--- src/rtl/int_cascade_pkg.sv ---
package int_cascade_pkg;
  // width of stage k, linear growth from in_w to out_w
  function automatic int stage_w(input int k, input int in_w, input int out_w, input int n);
    if (n <= 1) return out_w;
    return in_w + ((out_w - in_w) * k) / (n - 1);
  endfunction
endpackage

--- src/rtl/int_order_decode.sv ---
module int_order_decode #(
  parameter int NUM_STAGES = 5,
  parameter int ORD_W      = 3
) (
  input  logic [ORD_W-1:0]      order_i,
  input  logic                  bypass_i,
  input  logic                  clr_i,
  output logic [NUM_STAGES-1:0] fb_en_o
);
  logic gate_off;
  assign gate_off = bypass_i | clr_i;

  for (genvar k = 0; k < NUM_STAGES; k++) begin : g_dec
    assign fb_en_o[k] = !gate_off && ({1'b0, order_i} > (ORD_W+1)'(k));
  end
endmodule

--- src/rtl/int_stage.sv ---
module int_stage #(
  parameter int IN_W = 26,
  parameter int W    = 26
) (
  input  logic            clk_i,
  input  logic            rst_ni,
  input  logic [IN_W-1:0] d_i,
  input  logic            fb_en_i,
  output logic [W-1:0]    q_o
);
  logic [W-1:0] ext;
  logic [W-1:0] fb;
  logic [W-1:0] q;

  assign ext = W'($signed(d_i));
  assign fb  = fb_en_i ? q : '0;

  always_ff @(posedge clk_i or negedge rst_ni) begin
    if (!rst_ni) q <= '0;
    else         q <= ext + fb;   // wraps at W
  end

  assign q_o = q;
endmodule

--- src/rtl/int_cascade.sv ---
module int_cascade
  import int_cascade_pkg::*;
#(
  parameter int NUM_STAGES = 5,
  parameter int IN_W       = 26,
  parameter int OUT_W      = 66,
  parameter int ORD_W      = $clog2(NUM_STAGES + 1)
) (
  input  logic             clk_i,
  input  logic             rst_ni,
  input  logic [IN_W-1:0]  sample_i,
  input  logic [ORD_W-1:0] order_i,
  input  logic             bypass_i,
  input  logic             clr_i,
  output logic [OUT_W-1:0] acc_o
);
  logic [NUM_STAGES-1:0] stage_en;
  logic [OUT_W-1:0]      chain [NUM_STAGES];

  int_order_decode #(
    .NUM_STAGES(NUM_STAGES),
    .ORD_W     (ORD_W)
  ) u_dec (
    .order_i (order_i),
    .bypass_i(bypass_i),
    .clr_i   (clr_i),
    .fb_en_o (stage_en)
  );

  for (genvar k = 0; k < NUM_STAGES; k++) begin : g_stage
    localparam int SW = stage_w(k, IN_W, OUT_W, NUM_STAGES);
    logic [SW-1:0] q;

    if (k == 0) begin : g_first
      int_stage #(.IN_W(IN_W), .W(SW)) u_stage (
        .clk_i  (clk_i),
        .rst_ni (rst_ni),
        .d_i    (sample_i),
        .fb_en_i(stage_en[k]),
        .q_o    (q)
      );
    end else begin : g_next
      localparam int PW = stage_w(k - 1, IN_W, OUT_W, NUM_STAGES);
      int_stage #(.IN_W(PW), .W(SW)) u_stage (
        .clk_i  (clk_i),
        .rst_ni (rst_ni),
        .d_i    (chain[k-1][PW-1:0]),
        .fb_en_i(stage_en[k]),
        .q_o    (q)
      );
    end

    assign chain[k] = OUT_W'($signed(q));
  end

  assign acc_o = chain[NUM_STAGES-1];
endmodule

--- config.mk ---
export PLATFORM = sky130hd
export DESIGN_NAME = int_cascade
export DESIGN_NICKNAME = d
export VERILOG_FILES = /design/src/rtl/int_cascade_pkg.sv /design/src/rtl/int_order_decode.sv /design/src/rtl/int_stage.sv /design/src/rtl/int_cascade.sv
export SDC_FILE = /design/constraint.sdc
export NUM_CORES = 1
export LEC_CHECK = 0
export ABC_CLOCK_PERIOD_IN_PS = 6300
export BUFFER_PORTS_ARGS = -buffer_cell sky130_fd_sc_hd__buf_2
export CORE_ASPECT_RATIO = 0.8
export CORE_MARGIN = 5
export CORE_UTILIZATION = 42
export DETAILED_ROUTE_END_ITERATION = 10
export GPL_ROUTABILITY_DRIVEN = 0
export GPL_TIMING_DRIVEN = 0
export SYNTH_ARGS = -nofsm -noshare
export SYNTH_HDL_FRONTEND = slang
export SYNTH_SLANG_ARGS = --single-unit
--- constraint.sdc ---
create_clock -name clk_i -period 6.3 [get_ports clk_i]
set_clock_uncertainty 0.2 [all_clocks]
set_input_delay 0.63 -clock clk_i [delete_from_list [all_inputs] [get_ports clk_i]]
set_output_delay 0.63 -clock clk_i [all_outputs]
set_load 0.005 [all_outputs]
==> results.py <==
metrics = {
    "flow_run": {
        "cap_viol_max_count": 0,
    },
    "floorplanning": {
        "core_region_area_um2": 46800,
        "die_w_um": 253,
        "floorplan.initialDensity_pct": 42.3,
        "die_h_um": 204,
        "rows": 71,
        "num_io_pins": 99,
        "dieArea_um2": 51600,
    },
    "yosys": {
        "yosys_most_used_dff": "sky130_fd_sc_hd__dfrtp_1",
        "synth_top_family_by_area": "compound AO/OA/AOI/OAI gates",
        "synth_fa_ha_area_share_pct": 14.7,
        "post_synth_main_area_contributors": "sky130_fd_sc_hd__dfrtp_1, sky130_fd_sc_hd__ha_1, sky130_fd_sc_hd__xnor2_1",
        "xor_xnor_portion_of_the_synthesized_cell_area_pct": 9.33,
        "seq_cells_post_synth": 230,
        "post_syn_instances": 2318,
        "synth-async-reset-ratio_pct": 100,
        "number_of_enable_flip_flop_cells_after_synthesis": 0,
        "synth_top_cell_area_share_pct": 29.1,
        "number_of_nets_in_the_synthesized_netlist": 2581,
        "synth-compound-area-share_pct": 23.5,
        "synthMostInstantiatedCell": "sky130_fd_sc_hd__a21oi_1",
        "post_synth_most_frequent_cells": "sky130_fd_sc_hd__a21oi_1, sky130_fd_sc_hd__dfrtp_1, sky130_fd_sc_hd__ha_1, sky130_fd_sc_hd__nand2_1, sky130_fd_sc_hd__and2_1",
        "synth_seq_area_share_pct": 29.1,
        "synth.cell_area_um2": 19800,
        "ys.warnings.count": 0,
        "netlist-cell-type-count": 78,
        "post_synth_mux_area_share_pct": 0.0505,
        "yosys.area.top_type": "sky130_fd_sc_hd__dfrtp_1",
        "syn_avg_cell_area_um2": 8.54,
        "post_synth_and_or_nand_nor_area_fraction_pct": 20.3,
    },
    "worst_setup_path": {
        "setup.worst_path.start_class": "input pin",
        "crit_path_max_incr_delay_ps": 870,
        "crit_path_max_fanout": 10,
        "cp_cell_sequence": "buf_2 > nor2_1 > o21a_1 > clkbuf_1 > o21a_1 > clkbuf_1 > and2_1 > ha_1 > a21oi_1 > nor2b_1 > o21ai_0 > a21o_1 > nand3b_1 > a2111oi_0 > o21ai_0 > xor2_1",
        "cp_top_family": "compound AO/OA/AOI/OAI gates",
        "timing.critical_path.buf_inv": 3,
        "worst-endpoint-arrival_ps": 5920,
        "critical_path.endpoint_type": "flop",
        "cp.depth": 16,
        "worst_path_max_delay_cell": "sky130_fd_sc_hd__a2111oi_0",
        "worst-r2r-cell-count": 12,
        "required_time_of_the_critical_path_ps": 6530,
        "crit_type": "input pin to flop",
    },
    "sta": {
        "final-setup-viol-count": 0,
        "post_route_minimum_period_ps": 5690,
        "maxSlewViolCount": 0,
        "worstMarginPinSlew_ps": 943,
        "period_share_pct": 90.3,
        "maxSlewHeadroom_pct": 35.5,
        "finalHoldViolations": 0,
        "max_clock_freq_mhz": 176,
        "fin_tns_setup_ps": 0,
        "setup_repair_after_global_routing_missed_its_margin": "no",
        "fin_ws_ps": 611,
        "holdWs_ps": 101,
    },
    "cts": {
        "max-clock-path-buffers": 3,
        "cts_repair_resize_count": 0,
        "root_buffer": "sky130_fd_sc_hd__clkbuf_16",
        "numCtsBuffers": 29,
        "cts.clk_slew.worst_paths_ps": 60,
        "tritoncts": "done",
        "worstSkewPairLatency_ps": 570,
        "cts.sink_count": 230,
        "clock_tree.htree_level_count": 1,
    },
    "pwr": {
        "gate_power_share_pct": 51.0,
        "power.net_switching_mw": 4.15,
        "power.switching_fraction_pct": 44.9,
        "cellLeakagePower_nw": 10.7,
        "power_density_nw_per_um2": 419,
        "seqPwrFrac_pct": 31.0,
        "clock_power_share_pct": 18.0,
        "finalPower_mw": 9.24,
        "irDropWorstVdd_uv": 231,
        "internal-power_mw": 5.09,
    },
    "global_route": {
        "grt_first_pass_wirelength_um": 88800,
        "gr-usage-met2_pct": 29.8,
        "grt_pass1_vias": 16700,
        "met3_usage_pct": 3.24,
        "grt_max_degree": 105,
        "grt_antenna_before_repair": 2,
        "grtUsageMet1_pct": 32.9,
        "global_route.peak_usage_layer": "met1",
        "gr_usage_total_pct": 20.8,
        "grt_overflow": 0,
    },
    "detailed_routing": {
        "detail_route.first_pass.iterations": 5,
        "ant_nets": 0,
        "route.detailed.wl_per_inst_um": 17.9,
        "routed_vias_inst": 5.68,
        "dr.first_iter.drc_count": 1319,
        "detail_route.drc_violations": 0,
        "num_vias": 17500,
        "detail_route.wirelength_um": 55200,
    },
    "placement": {
        "detailed_place_hpwl_um": 43400,
        "place_worst_setup_slack_ps": 159,
        "buffer_ports.inserted": 98,
    },
    "layout": {
        "final_net_count": 2713,
        "fraction_of_layout_instances_using_a_drive_strength_above_1_pct": 7.62,
        "antennaDiodeCount": 0,
        "layout-area-overhead-vs-synth_pct": 11.5,
    },
    "min_path": {
        "min_path_cells": 2,
        "hold_class": "input pin to flop",
    },
    "outcome": {
        "run_status": "finished, final reports clean",
    },
}
## stage by stage
| stage | instance area [um2] | cells | utilization (%) |
|---|---|---|---|
| 5_1_grt | 22100 | 3088 | 47.1 |
| 3_3_place_gp | 21100 | 3036 | 45.0 |
| 6_report | 22100 | 3088 | 47.1 |
| 2_1_floorplan | 19800 | 2318 | - |
| 4_1_cts | 22100 | 3088 | 47.1 |
| 3_5_place_dp | 21100 | 3038 | 45.1 |
## metal layers
metal  vias up  wire [um]  share of wire, %
met4         0       1170               2.1
met1      8311      28300                51
met5         -          0                 0
li1       8688          -                 -
met2       450      22200                40
met3        76       3520               6.4
## repair_timing
item / CTS / global route
setup buffers: 0 / 0
endpoints found under the hold margin: 25 / 0
hold buffers: 1 / 0
## path summary, 6_finish.rpt
| path | slack, ps | endpoint | startpoint |
|---|---|---|---|
| setup reg to reg | 2170 | g_stage[3].g_next.u_stage.q_o[52]$_DFF_PN0_ | g_stage[3].g_next.u_stage.q_o[0]$_DFF_PN0_ |
| hold reg to reg | 300 | g_stage[2].g_next.u_stage.q_o[0]$_DFF_PN0_ | g_stage[1].g_next.u_stage.q_o[0]$_DFF_PN0_ |
| min in group asynchronous | 300 | g_stage[0].g_first.u_stage.q_o[22]$_DFF_PN0_ | rst_ni |
| hold / removal | 100 | g_stage[0].g_first.u_stage.q_o[0]$_DFF_PN0_ | sample_i[0] |
| setup / recovery | 610 | g_stage[2].g_next.u_stage.q_o[26]$_DFF_PN0_ | clr_i |
| max in group asynchronous | 4290 | g_stage[4].g_next.u_stage.q_o[54]$_DFF_PN0_ | rst_ni |
## flip-flops by register name (all words and copies together), names as in the netlist
signal / count
g_stage.g_first.u_stage.q_o: 26
g_stage.g_next.u_stage.q_o: 204
## cell families after synthesis
| group | count (synthesis) |
|---|---|
| AOI/OAI and AO/OA | 717 |
| and+or+nand+nor | 773 |
| buffers and inverters | 156 |
| DFF | 230 |
| xor gates and xnor gates | 211 |
| adders and majority gates | 230 |
| muxes | 1 |
## power by group through the flow
stage	clock [mW]	combinational, mW	sequential, mW
after floorplan	0	3.52	2.57
after global placement	0	4.58	2.86
after detailed placement	0	4.64	2.88
after CTS	1.71	4.67	2.87
after global routing	1.75	5.29	2.95
final	1.66	4.71	2.87
## cells in the final DEF, fill, tap and decap left out, types with 21 or more instances in the layout
| master | count |
|---|---|
| sky130_fd_sc_hd__a21oi_1 | 235 |
| sky130_fd_sc_hd__dfrtp_1 | 230 |
| sky130_fd_sc_hd__ha_1 | 225 |
| sky130_fd_sc_hd__nand2_1 | 164 |
| sky130_fd_sc_hd__and2_1 | 152 |
| sky130_fd_sc_hd__nor2_1 | 140 |
| sky130_fd_sc_hd__xnor2_1 | 135 |
| sky130_fd_sc_hd__o21ai_0 | 122 |
| sky130_fd_sc_hd__buf_2 | 104 |
| sky130_fd_sc_hd__a21o_1 | 102 |
| sky130_fd_sc_hd__clkbuf_1 | 80 |
| sky130_fd_sc_hd__xor2_1 | 76 |
| sky130_fd_sc_hd__and3_1 | 73 |
| sky130_fd_sc_hd__inv_1 | 72 |
| sky130_fd_sc_hd__nand4_1 | 55 |
| sky130_fd_sc_hd__o21bai_1 | 49 |
| sky130_fd_sc_hd__nand3_1 | 42 |
| sky130_fd_sc_hd__nor2b_1 | 41 |
| sky130_fd_sc_hd__nor3_1 | 30 |
| sky130_fd_sc_hd__clkbuf_16 | 29 |
| sky130_fd_sc_hd__o21a_1 | 27 |
| sky130_fd_sc_hd__nand2b_1 | 24 |
| sky130_fd_sc_hd__a211oi_1 | 21 |
## area by class of cell
class	instances	area (um2)
clock buffer	35	758
clock inverter	14	165
timing repair buffer	101	566
fill	4518	24700
multi-input combinational	1932	13500
sequential	230	5760
buffer	84	328
inverter	72	270
tap	620	776
Note: power is estimated with default switching activity, not from simulation.
